--- src/rtl/optrx_pkg.sv ---
package optrx_pkg;
    typedef enum logic [1:0] {
        ST_WAIT_LOW,
        ST_HUNT,
        ST_DATA,
        ST_ACK
    } rx_state_e;
endpackage

--- src/rtl/optrx_sync.sv ---
module optrx_sync #(
    parameter int STAGES = 2
) (
    input  logic clk,
    input  logic rst_n,
    input  logic din,
    output logic dout
);
    logic [STAGES-1:0] chain_q;

    genvar gi;
    generate
        for (gi = 0; gi < STAGES; gi++) begin : g_stage
            always_ff @(posedge clk or negedge rst_n) begin
                if (!rst_n) chain_q[gi] <= 1'b0;
                else if (gi == 0) chain_q[gi] <= din;
                else chain_q[gi] <= chain_q[(gi == 0) ? 0 : gi-1];
            end
        end
    endgenerate

    assign dout = chain_q[STAGES-1];
endmodule

--- src/rtl/optrx_vote.sv ---
module optrx_vote #(
    parameter int N = 4
) (
    input  logic [N-1:0] samples,
    output logic         bit_val,
    output logic         tie
);
    localparam int CW = $clog2(N + 1);
    logic [CW:0] ones;

    always_comb begin
        ones = '0;
        for (int i = 0; i < N; i++) ones = ones + (CW+1)'(samples[i]);
    end

    // strict majority of ones gives 1; R5: an even split gives 0 plus tie
    assign bit_val = (32'(ones) * 2) > N;
    assign tie     = (32'(ones) * 2) == N;

    always_comb begin
        if (tie) assert (!bit_val) else $error("tie decoded as one");
    end
endmodule

--- src/rtl/optrx_frame_rx.sv ---
module optrx_frame_rx #(
    parameter int SPB         = 4,
    parameter int MARK_LEN    = 8,
    parameter int DATA_BITS   = 8,
    parameter int SYNC_STAGES = 2
) (
    input  logic                 clk,
    input  logic                 rst_n,
    input  logic                 rx_line,
    output logic [DATA_BITS-1:0] byte_out,
    output logic                 byte_valid,
    output logic                 frame_err,
    output logic                 ack_out
);
    import optrx_pkg::*;

    localparam int SW = $clog2(SPB + 1);
    localparam int MW = $clog2(MARK_LEN + 1);
    localparam int BW = $clog2(DATA_BITS + 1);

    rx_state_e st_q, st_d;
    logic rx_s;
    logic [MW-1:0] run_q;
    logic [SW-1:0] samp_q, ack_q;
    logic [BW-1:0] bit_q;
    logic [SPB-1:0] grp_q;
    logic [DATA_BITS-1:0] shift_q;
    logic err_q;
    logic vote_bit, vote_tie;
    logic grp_done, frame_done, frame_bad;

    // two-stage synchroniser on the raw line
    optrx_sync #(.STAGES(SYNC_STAGES)) sync_i (
        .clk(clk), .rst_n(rst_n), .din(rx_line), .dout(rx_s)
    );

    optrx_vote #(.N(SPB)) vote_i (
        .samples({grp_q[SPB-2:0], rx_s}), .bit_val(vote_bit), .tie(vote_tie)
    );

    assign grp_done   = (st_q == ST_DATA) && (samp_q == SW'(SPB-1));
    assign frame_done = grp_done && (bit_q == BW'(DATA_BITS-1));
    assign frame_bad  = err_q | vote_tie;

    // next-state logic
    always_comb begin
        st_d = st_q;
        unique case (st_q)
            ST_WAIT_LOW: if (!rx_s) st_d = ST_HUNT;
            ST_HUNT:     if (rx_s && run_q == MW'(MARK_LEN-1)) st_d = ST_DATA;
            ST_DATA:     if (frame_done) st_d = frame_bad ? ST_WAIT_LOW : ST_ACK;
            ST_ACK:      if (ack_q == SW'(SPB-1)) st_d = ST_WAIT_LOW;
            default:     st_d = ST_WAIT_LOW;
        endcase
    end

    // state register and frame counters
    always_ff @(posedge clk or negedge rst_n) begin
        if (!rst_n) begin
            st_q    <= ST_WAIT_LOW;
            run_q   <= '0;
            samp_q  <= '0;
            ack_q   <= '0;
            bit_q   <= '0;
            grp_q   <= '0;
            shift_q <= '0;
            err_q   <= 1'b0;
        end else begin
            st_q  <= st_d;
            run_q <= (st_q == ST_HUNT && rx_s) ? run_q + 1'b1 : '0;
            ack_q <= (st_q == ST_ACK) ? ack_q + 1'b1 : '0;
            if (st_q == ST_DATA) begin
                grp_q  <= {grp_q[SPB-2:0], rx_s};
                samp_q <= grp_done ? '0 : samp_q + 1'b1;
                if (grp_done) begin
                    bit_q   <= bit_q + 1'b1;
                    shift_q <= {vote_bit, shift_q[DATA_BITS-1:1]};
                    if (vote_tie) err_q <= 1'b1;
                end
            end else begin
                samp_q <= '0;
                bit_q  <= '0;
                err_q  <= 1'b0;
            end
        end
    end

    // registered outputs
    always_ff @(posedge clk or negedge rst_n) begin
        if (!rst_n) begin
            byte_out   <= '0;
            byte_valid <= 1'b0;
            frame_err  <= 1'b0;
            ack_out    <= 1'b0;
        end else begin
            byte_valid <= frame_done && !frame_bad;
            frame_err  <= frame_done && frame_bad;
            ack_out    <= (st_d == ST_ACK);
            if (frame_done && !frame_bad)
                byte_out <= {vote_bit, shift_q[DATA_BITS-1:1]};
        end
    end

    p_valid_pulse_r6: assert property (@(posedge clk) disable iff (!rst_n)
        byte_valid |=> !byte_valid);
    p_byte_hold_r8: assert property (@(posedge clk) disable iff (!rst_n)
        !$stable(byte_out) |-> byte_valid);
    p_valid_err_excl_r8: assert property (@(posedge clk) disable iff (!rst_n)
        !(byte_valid && frame_err));
    p_ack_start_r7: assert property (@(posedge clk) disable iff (!rst_n)
        $rose(ack_out) |-> byte_valid);
    p_ack_len_r7: assert property (@(posedge clk) disable iff (!rst_n)
        $fell(ack_out) |-> ($past(ack_out, 4) && !$past(ack_out, 5)));
    p_err_no_ack_r8: assert property (@(posedge clk) disable iff (!rst_n)
        frame_err |-> !ack_out);
    p_data_from_hunt_r2: assert property (@(posedge clk) disable iff (!rst_n)
        (st_q == ST_DATA && $past(st_q) != ST_DATA) |-> $past(st_q) == ST_HUNT);
endmodule

--- config.mk ---
export PLATFORM = sky130hd
export DESIGN_NAME = optrx_frame_rx
export DESIGN_NICKNAME = d
export VERILOG_FILES = /design/src/rtl/optrx_pkg.sv /design/src/rtl/optrx_sync.sv /design/src/rtl/optrx_vote.sv /design/src/rtl/optrx_frame_rx.sv
export SDC_FILE = /design/constraint.sdc
export NUM_CORES = 1
export LEC_CHECK = 0
export BUFFER_PORTS_ARGS = -buffer_cell sky130_fd_sc_hd__buf_2
export CAP_MARGIN = 25
export CORE_ASPECT_RATIO = 1.25
export CORE_MARGIN = 4
export CORE_UTILIZATION = 35
export DETAILED_ROUTE_END_ITERATION = 7
export PLACE_DENSITY = 0.49
export SLEW_MARGIN = 40
export SYNTH_ARGS = -nofsm -noshare
export SYNTH_HDL_FRONTEND = slang
export SYNTH_SLANG_ARGS = --single-unit
--- constraint.sdc ---
create_clock -name clk -period 5.1 [get_ports clk]
set_input_delay 0.51 -clock clk [delete_from_list [all_inputs] [get_ports clk]]
set_output_delay 0.51 -clock clk [all_outputs]
set_load 0.02 [all_outputs]
== Word level (Yosys, flattened, before mapping) ==
Index checks and enable logic that the tools add are counted.

* Mux-type cells: 15
* Bitwise gates (word level): 1
* Equality and inequality tests: 11
* $lt $le $gt $ge: 1
* Reduce and logical (&&, ||, !) cells: 10
* Add/subtract/negate cells: 7

{| class="wikitable"
|+ Operators with widths
! kind !! count
|-
| 4-bit 2-to-1 mux || 3
|-
| 2-bit 2-to-1 mux || 5
|-
| 3-bit 2-to-1 mux || 3
|-
| 4-bit by 1-bit adder with 4-bit output (second input constant) || 2
|-
| 4-bit by 3-bit == test with 1-bit output (second input constant) || 2
|-
| 2-bit case mux with 4 select lines || 1
|-
| 3-bit by 1-bit adder with 3-bit output (second input constant) || 2
|-
| 2-bit == test (second input constant) || 3
|-
| 3-bit by 2-bit == test with 1-bit output (second input constant) || 2
|-
| 1-bit logical AND || 6
|-
| 5-bit by 3-bit > comparator with 1-bit output (second input constant) || 1
|-
| 4-bit by 1-bit adder with 4-bit output || 1
|-
| 4-bit by 2-bit == test with 1-bit output (second input constant) || 1
|-
| 2-bit inequality test (second input constant) || 2
|-
| 2-bit AND reduction || 2
|-
| 2-bit by 1-bit adder with 3-bit output || 1
|-
| 1-bit 2-to-1 mux || 3
|-
| 1-bit by 1-bit adder with 2-bit output || 1
|-
| 2-bit by 1-bit == test with 1-bit output (second input constant) || 1
|-
| 2-bit logical NOT || 1
|-
| 1-bit logical NOT || 1
|-
| 1-bit bitwise OR || 1
|}

* Word-level logic and storage cells: 59
* Output and inout port bits: 11
* Bits in registers: 41
* Input bits: 3

== Longest topological paths before layout ==
* Depth in word-level cells: 9
* Depth in mapped cells: 7
* Gate-level depth less buffers: 6

== Hierarchy ==
A second synthesis with hierarchy kept.

* Cell total of the unflattened synthesis: 124
* Area total of the unflattened synthesis: 1,681.6 um^2

{| class="wikitable"
|+ By module, submodules not included
! module !! area each (um^2) !! instances !! sequential area each (um^2) !! cells each
|-
| optrx_frame_rx || 1,550.2 || 1 || 950.9 || 114
|-
| optrx_vote || 81.3 || 1 || 0.0 || 8
|-
| optrx_sync || 50.0 || 1 || 50.0 || 2
|}

== Least setup slack after synthesis ==
Ideal clock, no wire load.

* Kind: reg-to-reg
* Start: reg sync_i.chain_q[1] (netlist: sync_i.dout)
* End: reg byte_out[1]
* Library setup time: 0.125 ns
* Arrival: 2.263 ns
* Stages on the path, launching flop included: 8
* Setup slack: 2.712 ns
* Period minus slack after synthesis: 2.388 ns
* Cell sequence: dfrtp_1 fa_1 ha_1 ha_1 nor3b_2 nor4_4 buf_6 mux2_4

* Longest elaborated chain between the ends: 7

{| class="wikitable"
|+ Ends and longest elaborated chain
! element !! line !! source
|-
| start: declaration || optrx_sync.sv:9 || <nowiki>logic [STAGES-1:0] chain_q;</nowiki>
|-
| start signal: indexed assignment || optrx_sync.sv:16 || <nowiki>else if (gi == 0) chain_q[gi] <= din;</nowiki>
|-
| start signal: indexed assignment || optrx_sync.sv:17 || <nowiki>else chain_q[gi] <= chain_q[(gi == 0) ? 0 : gi-1];</nowiki>
|-
| 1-bit by 1-bit adder with 2-bit output || optrx_vote.sv:13 || <nowiki>for (int i = 0; i < N; i++) ones = ones + (CW+1)'(samples[i]);</nowiki>
|-
| 2-bit by 1-bit adder with 3-bit output || optrx_vote.sv:13 ||
|-
| 4-bit by 1-bit adder with 4-bit output || optrx_vote.sv:13 ||
|-
| 4-bit by 2-bit == test with 1-bit output || optrx_vote.sv:18 || <nowiki>assign tie = (32'(ones) * 2) == N;</nowiki>
|-
| 1-bit bitwise OR || optrx_frame_rx.sv:43 || <nowiki>assign frame_bad = err_q | vote_tie;</nowiki>
|-
| 1-bit logical NOT || optrx_frame_rx.sv:99 || <nowiki>if (frame_done && !frame_bad)</nowiki>
|-
| 1-bit logical AND || optrx_frame_rx.sv:99 ||
|-
| end signal: assignment || optrx_frame_rx.sv:100 || <nowiki>byte_out <= {vote_bit, shift_q[DATA_BITS-1:1]};</nowiki>
|-
| end: declaration || optrx_frame_rx.sv:10 || <nowiki>output logic [DATA_BITS-1:0] byte_out,</nowiki>
|}

Every way passes these cells.
A chain may end at the register's enable or synchronous reset.

== Final worst setup path ==
* Start: reg sync_i.chain_q[1] (netlist: sync_i.dout)
* End: reg byte_out[5]

Same word-level chain as after synthesis.

==> impl_metrics.csv <==
group,metric,value,unit
sta,period_share,0.543,
worst_setup_path,crit_arrival,2.94,ns
worst_setup_path,r2r_slack,2.33,ns
finish,nets,157,
routing,routed_via_density,4.77,
global_routing,antenna_found_initial,0,
floorplan,core_area,0.00473,mm^2
pwr,internal_power,0.518,mW
sta,hold_viol,0,
placed_design,numPortBuffers,13,
pwr,comb_power_share,0.104,
floorplan,dieWidth,70.5,um
sta,final.setup_skew,0.00358,ns
sta,slew_headroom,0.634,
global_routing,grt_pass1_vias,1063,
placed_design,hpwl,1.98,mm
routing,routed_wl,2.73,mm
worst_setup_path,cpMostUsedCell,"ha_1",
floorplan,start_util,0.361,
finish,syn2layout_area_growth,13.6,%
clocking,cts_root_buf,"clkbuf_8",
clocking,cts_buffer_depth,2,
clocking,clock_latency,0.28,ns
synth,synth_seq_cells,40,
finish,multi_input_area,658,um^2
worst_setup_path,crit_fanout,6,
pwr,switching_share,0.246,
sta,worst_pin_slew,0.544,ns
clocking,postCtsSetupBuffers,0,
sta,drv_slew,0,
run,maxCapViolCount,0,
sta,setup_ws,2.33,ns
synth,synthesis.area,0.00171,mm^2
pwr,power_density,354,mW/mm^2
synth,synth.yosys.seq_area_share,0.586,
clocking,cts_max_level,2,
global_routing,grt.overflow.total,0,
synth,synthCells,127,
synth,syn-num-nets,139,
hold_path,hold_path_class,"in -> async",
pwr,power_frac_clock,0.362,
finish,num_antenna_cells,0,
pwr,switchingPower,0.169,mW
floorplan,fp.dieArea,0.00607,mm^2
floorplan,io_pins,14,
synth,ys_warn_count,0,
routing,first_iter_violations,39,
worst_setup_path,cp.buffers_inverters,1,
clocking,cts_tree,"yes",
clocking,path_clk_slew,0.07,ns
clocking,cts_sinks,40,
finish,fillers,467,
worst_setup_path,crit_required,5.27,ns
synth,avgSynthCellArea,13.4,um^2
worst_setup_path,cp_slowest_cell,"nor4_4",
routing,ant_nets,0,
placed_design,place.gp.congestion,0.710,
pwr,irDropWorstVdd,133,uV
sta,final-setup-viol-count,0,
pwr,seqPwrFrac,0.533,
sta,fin_tns_setup,0,ns
placed_design,place_ws,2.19,ns
pwr,p_total,0.687,mW
floorplan,die_h,86.1,um
global_routing,grtUsageTotal,0.106,
finish,drive_gt1_frac,0.253,
worst_setup_path,cp-end-kind,"flop",
clocking,numCtsBuffers,5,
worst_setup_path,crit_chain,"fa_1, ha_1, ha_1, nor3b_2, nor4_4, buf_4, mux2_4",
sta,fin_crit,2.77,ns
status,outcome,"finished clean",
worst_setup_path,critical_path_class,"reg -> reg",
clocking,cts-resized-gates,0,
synth,yosysUniqueCellTypes,35,
worst_setup_path,start_kind,"flop",
finish,regArea,0.00100,mm^2
clocking,cts_hold_buffers,0,
global_routing,grt_max_degree,41,
floorplan,rows,28,
pwr,p_leak,0.954,nW
sta,fmax,361,MHz
global_routing,grt_pass1_wl,4.97,mm
routing,routedWlPerCell,13.2,um
worst_setup_path,crit_path_max_incr_delay,0.52,ns
routing,vias,982,
routing,drt_first_pass_iters,4,
sta,rsz0062_at_grt,"no",
routing,drt_drc_violations_left,0,
worst_setup_path,crit_family,"adder cells",
[per-layer routing]
metal | GRT usage | vias to the layer above | wire (um)
met4 | 0.0523 | 0 | 46
met3 | 0.0375 | 5 | 145
li1 | - | 476 | -
met5 | 0 | - | 0
met2 | 0.187 | 22 | 1450
met1 | 0.111 | 479 | 1080
[layout by cell type, fill, tap and decap left out, types with 2 or more instances in the layout]
cell	Yosys	final
ha_1	8	8
mux2_4	6	6
inv_1	6	6
nand3_1	2	2
nor2b_1	2	2
nor2_1	10	10
mux2_2	8	8
nand2_1	8	8
buf_4	0	2
nand3b_1	4	4
xor2_1	2	2
nor3b_1	2	2
nor3_1	2	2
clkbuf_8	0	5
xnor2_1	2	2
buf_2	0	12
a21oi_1	2	2
o21ai_0	3	3
dfrtp_1	40	40
[state kept, by name, summed over array words and instances, names as in the netlist]
name / count
ack_out: 1
grp_q: 3
err_q: 1
shift_q: 7
samp_q: 3
ack_q: 3
st_q: 2
sync_i.chain_q: 1
byte_out: 8
frame_err: 1
bit_q: 4
run_q: 4
byte_valid: 1
sync_i.dout: 1
[synth_stat cells (all sizes together)]
master   count  area share
nand4bb      1      0.0066
or3          1      0.0037
fa           1       0.012
clkbuf       1      0.0022
nor3         2      0.0059
xor2         2       0.010
o21ai        3      0.0088
o31ai        1      0.0044
nand2        8       0.018
nor2b        2      0.0073
nor4bb       1      0.0059
o32a         1      0.0059
o2111a       1      0.0066
and4b        1      0.0059
o22ai        1      0.0037
nand2b       1      0.0037
dfrtp       40        0.59
nor3b        3       0.016
or2b         1      0.0044
and3         1      0.0037
ha           8       0.059
mux2        14        0.11
mux2i        1      0.0059
o22a         1      0.0051
nor2        10       0.022
inv          6       0.013
buf          2       0.013
a21oi        2      0.0059
o21bai       1      0.0044
nor4         1       0.012
nand3b       4       0.018
xnor2        2       0.010
nand3        2      0.0059
[power by group through the flow]
| stage | Clock (mW) | Sequential [mW] | Combinational, mW |
|---|---|---|---|
| floorplan | 0 | 0.368 | 0.0507 |
| global placement | 0 | 0.371 | 0.0730 |
| detailed placement | 0 | 0.373 | 0.0745 |
| CTS | 0.260 | 0.367 | 0.0743 |
| global route | 0.273 | 0.371 | 0.0849 |
| finish | 0.249 | 0.366 | 0.0717 |
[through the flow]
step | hold slack [ns] | cell area, um^2 | instances | utilization
CTS | 0.202 | 1930 | 205 | 0.408
finish | 0.189 | 1940 | 206 | 0.410
global placement | 0.336 | 1820 | 197 | 0.385
detailed placement | 0.336 | 1820 | 197 | 0.386
global route | 0.230 | 1940 | 206 | 0.410
floorplan | 0.214 | 1710 | 127 | -
[cell families (layout without fill, tap and decap cells)]
| kind of cell | Yosys count | count (layout) | share of synthesized area |
|---|---|---|---|
| flops | 40 | 40 | 0.586 |
| simple gates | 39 | 39 | 0.138 |
| mux | 15 | 15 | 0.111 |
| compound gates | 11 | 11 | 0.0447 |
| fa+ha+maj | 9 | 9 | 0.0703 |
| buf+inv | 9 | 28 | 0.0286 |
| xor+xnor | 4 | 4 | 0.0205 |
[final cells by class]
class / count / area share
sequential: 40 / 0.516
timing repair buffer: 14 / 0.0387
clock inverter: 2 / 0.0181
multi-input combinational: 78 / 0.339
inverter: 6 / 0.0116
tap: 60 / 0.0387
clock buffer: 6 / 0.0374
[path summary, 6_finish.rpt]
| kind | startpoint | endpoint | depth (start not counted) |
|---|---|---|---|
| worst max-delay path | sync_i.dout | byte_out[5] | 7 |
| worst min-delay path | rst_n | ack_q[2] | 1 |
| worst max register to register | sync_i.dout | byte_out[5] | 7 |
| worst min register to register | sync_i.chain_q[0] | sync_i.dout | 0 |
| max in group asynchronous | rst_n | bit_q[0] | 1 |
| min in group clk | rx_line | sync_i.chain_q[0] | 1 |
(Power assumes the default switching activity.)
